==> src/rtl/dxp_pkg.sv <==
package dxp_pkg;

    localparam int IR_W = 5;

    localparam logic [IR_W-1:0] IR_IDENT = 5'h01;
    localparam logic [IR_W-1:0] IR_CTRL  = 5'h10;
    localparam logic [IR_W-1:0] IR_BUS   = 5'h11;

    localparam logic [1:0] OP_NOP = 2'd0;
    localparam logic [1:0] OP_RD  = 2'd1;
    localparam logic [1:0] OP_WR  = 2'd2;
    localparam logic [1:0] OP_RSV = 2'd3;

    localparam logic [1:0] ST_OK   = 2'd0;
    localparam logic [1:0] ST_FAIL = 2'd2;
    localparam logic [1:0] ST_BUSY = 2'd3;

    localparam int CLR_BIT  = 16;
    localparam int HRST_BIT = 17;

    typedef enum logic [1:0] {
        S_IDLE  = 2'd0,
        S_ISSUE = 2'd1,
        S_AWAIT = 2'd2
    } xact_state_t;

endpackage

==> src/rtl/dxp_scan.sv <==
module dxp_scan
    import dxp_pkg::*;
#(
    parameter int ABITS = 7
) (
    input  logic                clk,
    input  logic                rst_n,
    input  logic [IR_W-1:0]     ir,
    input  logic                capture_dr,
    input  logic                shift_dr,
    input  logic                update_dr,
    input  logic                tdi,
    input  logic [31:0]         id_word,
    input  logic [31:0]         ctrl_word,
    input  logic [ABITS+33:0]   bus_word,
    output logic                tdo,
    output logic                upd_bus,
    output logic                upd_ctrl,
    output logic [ABITS+33:0]   scan_q
);

    localparam int W  = ABITS + 34;
    localparam int IW = $clog2(W);

    logic [IW-1:0] top_idx;
    logic [W-1:0]  cap_val;
    logic [W-1:0]  shf_val;

    always_comb begin
        unique case (ir)
            IR_IDENT: begin
                top_idx = IW'(31);
                cap_val = {{(W-32){1'b0}}, id_word};
            end
            IR_CTRL: begin
                top_idx = IW'(31);
                cap_val = {{(W-32){1'b0}}, ctrl_word};
            end
            IR_BUS: begin
                top_idx = IW'(W-1);
                cap_val = bus_word;
            end
            default: begin
                top_idx = '0;
                cap_val = '0;
            end
        endcase
    end

    always_comb begin
        shf_val          = scan_q >> 1;
        shf_val[top_idx] = tdi;
    end

    always_ff @(posedge clk or negedge rst_n) begin
        if (!rst_n)
            scan_q <= '0;
        else if (capture_dr)
            scan_q <= cap_val;
        else if (shift_dr)
            scan_q <= shf_val;
    end

    assign tdo      = scan_q[0];
    assign upd_bus  = update_dr && (ir == IR_BUS);
    assign upd_ctrl = update_dr && (ir == IR_CTRL);

endmodule

==> src/rtl/dxp_engine.sv <==
module dxp_engine
    import dxp_pkg::*;
#(
    parameter int ABITS = 7
) (
    input  logic              clk,
    input  logic              rst_n,
    input  logic              upd_bus,
    input  logic [1:0]        bus_op,
    input  logic [31:0]       bus_data,
    input  logic [ABITS-1:0]  bus_addr,
    input  logic              upd_ctrl,
    input  logic              clr_bit,
    input  logic              hrst_bit,
    input  logic              req_ready,
    input  logic              rsp_valid,
    input  logic [31:0]       rsp_data,
    input  logic [1:0]        rsp_resp,
    output logic              req_valid,
    output logic [ABITS-1:0]  req_addr,
    output logic [31:0]       req_data,
    output logic [1:0]        req_op,
    output logic [1:0]        sticky,
    output logic [ABITS-1:0]  res_addr,
    output logic [31:0]       res_data,
    output xact_state_t       state
);

    xact_state_t state_nxt;
    logic        real_op;
    logic        start;
    logic        busy_hit;
    logic        hard;
    logic        clear;
    logic        done;

    assign real_op  = (bus_op == OP_RD) || (bus_op == OP_WR);
    assign start    = upd_bus && real_op && (sticky == ST_OK) && (state == S_IDLE);
    assign busy_hit = upd_bus && real_op && (sticky == ST_OK) && (state != S_IDLE);
    assign hard     = upd_ctrl && hrst_bit;
    assign clear    = upd_ctrl && (clr_bit || hrst_bit);
    assign done     = (state == S_AWAIT) && rsp_valid;

    // state register
    always_ff @(posedge clk or negedge rst_n) begin
        if (!rst_n)
            state <= S_IDLE;
        else if (hard)
            state <= S_IDLE;
        else
            state <= state_nxt;
    end

    // next state
    always_comb begin
        state_nxt = state;
        unique case (state)
            S_IDLE:  if (start)     state_nxt = S_ISSUE;
            S_ISSUE: if (req_ready) state_nxt = S_AWAIT;
            S_AWAIT: if (rsp_valid) state_nxt = S_IDLE;
            default:                state_nxt = S_IDLE;
        endcase
    end

    // outputs
    always_comb begin
        req_valid = (state == S_ISSUE);
    end

    // request latch, results and sticky status
    always_ff @(posedge clk or negedge rst_n) begin
        if (!rst_n) begin
            req_addr <= '0;
            req_data <= '0;
            req_op   <= OP_NOP;
            res_addr <= '0;
            res_data <= '0;
            sticky   <= ST_OK;
        end else begin
            if (start) begin
                req_addr <= bus_addr;
                req_data <= bus_data;
                req_op   <= bus_op;
            end
            if (done && !hard) begin
                res_addr <= req_addr;
                res_data <= rsp_data;
            end
            if (clear)
                sticky <= ST_OK;
            else if (sticky == ST_OK) begin
                if (busy_hit)
                    sticky <= ST_BUSY;
                else if (done && (rsp_resp != ST_OK))
                    sticky <= ST_FAIL;
            end
        end
    end

endmodule

==> src/rtl/dbg_transport.sv <==
module dbg_transport
    import dxp_pkg::*;
#(
    parameter int          ABITS     = 7,
    parameter logic [3:0]  ID_VER    = 4'h1,
    parameter logic [15:0] ID_PART   = 16'hD0B1,
    parameter logic [10:0] ID_MFR    = 11'h2A5,
    parameter logic [2:0]  IDLE_HINT = 3'd1
) (
    input  logic              clk,
    input  logic              rst_n,
    input  logic [4:0]        ir,
    input  logic              capture_dr,
    input  logic              shift_dr,
    input  logic              update_dr,
    input  logic              tdi,
    output logic              tdo,
    output logic              req_valid,
    input  logic              req_ready,
    output logic [ABITS-1:0]  req_addr,
    output logic [31:0]       req_data,
    output logic [1:0]        req_op,
    input  logic              rsp_valid,
    input  logic [31:0]       rsp_data,
    input  logic [1:0]        rsp_resp
);

    localparam int         W       = ABITS + 34;
    localparam logic [5:0] ABITS_F = 6'(ABITS);

    logic [W-1:0]     scan_q;
    logic             upd_bus;
    logic             upd_ctrl;
    logic [1:0]       sticky;
    logic [ABITS-1:0] res_addr;
    logic [31:0]      res_data;
    xact_state_t      state;
    logic [31:0]      id_word;
    logic [31:0]      ctrl_word;
    logic [W-1:0]     bus_word;

    assign id_word   = {ID_VER, ID_PART, ID_MFR, 1'b1};
    assign ctrl_word = {14'd0, 1'b0, 1'b0, 1'b0, IDLE_HINT, sticky, ABITS_F, 4'd1};
    assign bus_word  = {res_addr, res_data, sticky};

    dxp_scan #(.ABITS(ABITS)) u_scan (
        .clk        (clk),
        .rst_n      (rst_n),
        .ir         (ir),
        .capture_dr (capture_dr),
        .shift_dr   (shift_dr),
        .update_dr  (update_dr),
        .tdi        (tdi),
        .id_word    (id_word),
        .ctrl_word  (ctrl_word),
        .bus_word   (bus_word),
        .tdo        (tdo),
        .upd_bus    (upd_bus),
        .upd_ctrl   (upd_ctrl),
        .scan_q     (scan_q)
    );

    dxp_engine #(.ABITS(ABITS)) u_eng (
        .clk       (clk),
        .rst_n     (rst_n),
        .upd_bus   (upd_bus),
        .bus_op    (scan_q[1:0]),
        .bus_data  (scan_q[33:2]),
        .bus_addr  (scan_q[W-1:34]),
        .upd_ctrl  (upd_ctrl),
        .clr_bit   (scan_q[CLR_BIT]),
        .hrst_bit  (scan_q[HRST_BIT]),
        .req_ready (req_ready),
        .rsp_valid (rsp_valid),
        .rsp_data  (rsp_data),
        .rsp_resp  (rsp_resp),
        .req_valid (req_valid),
        .req_addr  (req_addr),
        .req_data  (req_data),
        .req_op    (req_op),
        .sticky    (sticky),
        .res_addr  (res_addr),
        .res_data  (res_data),
        .state     (state)
    );

endmodule

==> config.mk <==
export PLATFORM = sky130hd
export DESIGN_NAME = dbg_transport
export DESIGN_NICKNAME = d
export VERILOG_FILES = /design/src/rtl/dxp_pkg.sv /design/src/rtl/dxp_scan.sv /design/src/rtl/dxp_engine.sv /design/src/rtl/dbg_transport.sv
export SDC_FILE = /design/constraint.sdc
export NUM_CORES = 1
export LEC_CHECK = 0
export CORE_ASPECT_RATIO = 1.5
export CORE_MARGIN = 2
export CORE_UTILIZATION = 51
export DETAILED_ROUTE_END_ITERATION = 16
export GPL_TIMING_DRIVEN = 0
export PLACE_DENSITY = 0.8
export SLEW_MARGIN = 0
export SYNTH_ARGS = -nofsm -noshare
export SYNTH_HDL_FRONTEND = slang
export SYNTH_SLANG_ARGS = --single-unit
==> constraint.sdc <==
create_clock -name clk -period 2.5 [get_ports clk]
set_input_delay 0.5 -clock clk [delete_from_list [all_inputs] [get_ports clk]]
set_output_delay 0.5 -clock clk [all_outputs]
set_load 0.01 [all_outputs]
==> metrics.csv <==
stage,metric,value,unit
cts,Worst-Skew Late Latency,0.41,ns
timing,Tcrit/Tclk final,89.4,%
hold_path,Hold Path Depth,1,
placement,Final Wtd Congestion,0.910,
synthesis,post-synth top area share,58.3,%
critical_path,R2R cell count,4,
synthesis,dominant synthesized flop cell,dfrtp_1,
global_routing,initial antenna violation count,0,
timing,# setup viols final,0,
timing,Peak Freq,447,MHz
job,Max Cap Viol,0,
routing,post-DR wirelength/cell,19.4,um
critical_path,origin of the critical flop-to-flop path,u_eng.sticky[1],
critical_path,worst reg-to-reg setup slack,0.47,ns
routing,drt first pass iters,5,
synthesis,synth warn,0,
floorplanning,Initial Utilization,52.7,%
timing,setup TNS,0,ns
critical_path,"critical path fanouts, max",10,
synthesis,sequential share of the synthesized area,58.3,%
synthesis,top-count cell post-synth,dfrtp_1,
global_routing,first-pass GRT wire length,20.9,mm
timing,Final Hold Vio Count,0,
pwr,Power per Cell Area,695,nW/um2
synthesis,mapped cell area,5370,um2
timing,Max Slew Vio Count,0,
pwr,leakage,0.00332,uW
synthesis,post-synthesis compound-gate area fraction,9.12,%
cts,Sink Count,125,
synthesis,mux contribution to synthesized area,23.9,%
cells_and_area,share of post-route cells with drive strength above 1,22.9,%
routing,via count,3847,
pwr,post-layout total power,4930,uW
critical_path,"Arr. time, crit path",2.53,ns
synthesis,Synth Area in XOR/XNOR,0.326,%
global_routing,via count of the first global-routing pass,4009,
cells_and_area,register area,3130,um2
synthesis,Yosys cell types,43,
cells_and_area,Layout area overhead,32.2,%
critical_path,crit end category,flop,
critical_path,CP startpoint kind,primary input,
cts,"Clk pin slew, worst setup/hold paths",0.05,ns
global_routing,GRT Total Usage,24.6,%
synthesis,Cells after Synth,408,
synthesis,post-synth top area cell,dfrtp_1,
synthesis,largest family of logic cells by synthesized area,multiplexers,
global_routing,largest net degree at the start of global routing,91,
floorplanning,die extent in x,87.8,um
routing,Final ANT Viol Nets,0,
global_routing,global route overflow,0,
cells_and_area,Layout Nets,563,
synthesis,Synth async-reset ratio,100,%
hold_path,Hold Crit Class,reg2reg,
cts,H-tree depth,4,
routing,vias per cell,5.74,
cells_and_area,Filler Cell Count,698,
synthesis,adder-cell share of the synthesized area,0,%
status,outcome,completed,
critical_path,Worst EP required,2.79,ns
hold_path,hold path start,u_eng.res_data[15],
floorplanning,# rows,45,
timing,final worst-path setup slack,0.265,ns
routing,DRT Wirelength,13.0,mm
timing,slew margin rel.,52.8,%
floorplanning,die area,11400,um2
pwr,maximum vdd drop,0.518,mV
timing,Tmin final,2.24,ns
synthesis,Post-Syn Area per Cell,13.2,um2
synthesis,synth top area cells,"dfrtp_1 58%, mux2_2 15%, mux2i_1 7.1%",
cells_and_area,diodes inserted,0,
hold_path,Hold EP,u_eng.res_data[15],
cts,CTS buffer count,17,
synthesis,"EDFF count, synth",0,
critical_path,reg2reg end,u_eng.req_data[6],
synthesis,syn_nets,455,
timing,Clock Skews,0.00580,ns
timing,RSZ-0062 raised after global routing,no,
cts,CTS Buffer Depth,2,
routing,drt drc,0,
synthesis,Synth Area in Simple Gates,5.34,%
cts,CTS tree,built,
critical_path,crit path kind,in2reg,
placement,Detailed Place HPWL,8.93,mm
synthesis,register bit count reported by yosys,125,
timing,Worst Tran Pin Value,0.708,ns
floorplanning,Die Ht,130,um
floorplanning,core area,10200,um2
synthesis,"top cells by count, synth","125 x dfrtp_1, 70 x mux2_2, 38 x mux2i_1",
placement,Place WS,-0.115,ns
cells_and_area,Multi-input gate area,2070,um2
floorplanning,num ports,90,
cts,Root Buffer,clkbuf_16,
placement,port buffer count,87,
routing,Starting DRT DRC Count,259,
## logic make-up after synthesis
logic type	after synthesis
AND/OR/NAND/NOR	58
XOR/XNOR	2
flip-flops	125
multiplexers	118
buffers and inverters	34
AO/OA/AOI/OAI	71
## worst max-delay path, stage by stage
cell             delay, ns
clkdlybuf4s50_1       0.42
nor3_2                0.46
nand4_1               0.46
buf_2                 0.36
mux2_2                0.31
## how the worst max path moves through the flow
stage | slack [ns] | endpoint | depth (start not counted) | start
final | 0.26 | u_eng.req_data[6] | 5 | ir[1]
after global routing | 0.23 | u_eng.req_data[11] | 5 | ir[1]
after CTS | 0.29 | u_eng.req_data[6] | 5 | ir[1]
after detailed placement | -0.11 | u_eng.req_data[6] | 5 | ir[1]
after global placement | -3.68 | u_eng.res_data[2] | 1 | rst_n
after floorplan | 0.59 | u_eng.res_data[11] | 6 | ir[1]
## sequential cells by signal, summed over array words and instances, names as in the netlist
| name | cells |
|---|---|
| u_eng.req_addr | 7 |
| u_eng.res_data | 32 |
| u_eng.res_addr | 7 |
| u_eng.req_data | 32 |
| u_eng.req_op | 2 |
| u_eng.sticky | 2 |
| u_scan.scan_q | 41 |
| u_eng.state | 2 |
## power breakdown
part / switching [uW] / internal, uW
registers: 14.8 / 2040
logic: 140 / 112
clock network: 860 / 1760
## area by class of cell
| cell class | instances | share of cell area (%) |
|---|---|---|
| Sequential cell | 125 | 44.1 |
| Inverter | 4 | 0.212 |
| Tap cell | 141 | 2.49 |
| Buffer | 30 | 2.10 |
| Clock buffer | 21 | 6.77 |
| Multi-Input combinational cell | 249 | 29.2 |
| Clock inverter | 11 | 2.29 |
| Timing Repair Buffer | 89 | 12.8 |
## cells in the final DEF (no fill, tap or decap), types with 2 or more instances in the layout
master and n:
buf_1 2, nand2_1 27, bufinv_16 4, clkinvlp_4 3
dfrtp_1 125, mux2_2 70, o2111ai_1 14, clkdlybuf4s50_1 86
clkbuf_16 17, a21oi_1 2, and3b_1 2, nor2b_1 4
clkbuf_1 16, xor2_1 2, nor3_1 3, o32ai_1 2
inv_1 3, buf_6 2, buf_4 2, clkbuf_8 4
mux2i_1 38, clkinv_2 4, nand4_1 3, nor2_1 8
o22ai_1 22, mux2_1 10, buf_2 8, a41oi_1 3
o21ai_0 18, a31oi_1 3, nand3_1 2
## layer usage
layer	vias to the layer above	routed length, um	global-route usage [%]
met3	28	631	5.35
met5	-	0	0
met4	0	361	10.1
met2	133	6780	41.8
li1	1720	-	-
met1	1966	5230	30.2
## per-stage QoR
| stage | util (%) | hold slack [ns] | area (um2) | std cells |
|---|---|---|---|---|
| floorplan | - | 0.204 | 5370 | 408 |
| global placement | 62.9 | 0.476 | 6410 | 636 |
| detailed placement | 63.2 | 0.414 | 6440 | 637 |
| CTS | 69.6 | 0.495 | 7100 | 670 |
| global route | 69.6 | 0.506 | 7100 | 670 |
| finish | 69.6 | 0.490 | 7100 | 670 |
## timing repair
item | 4_1_cts | 5_1_grt
resized for setup | 0 | 0
setup buffers | 0 | 0
hold buffers | 1 | 0
hold endpoints to repair | 35 | 0
(Power assumes the default switching activity.)
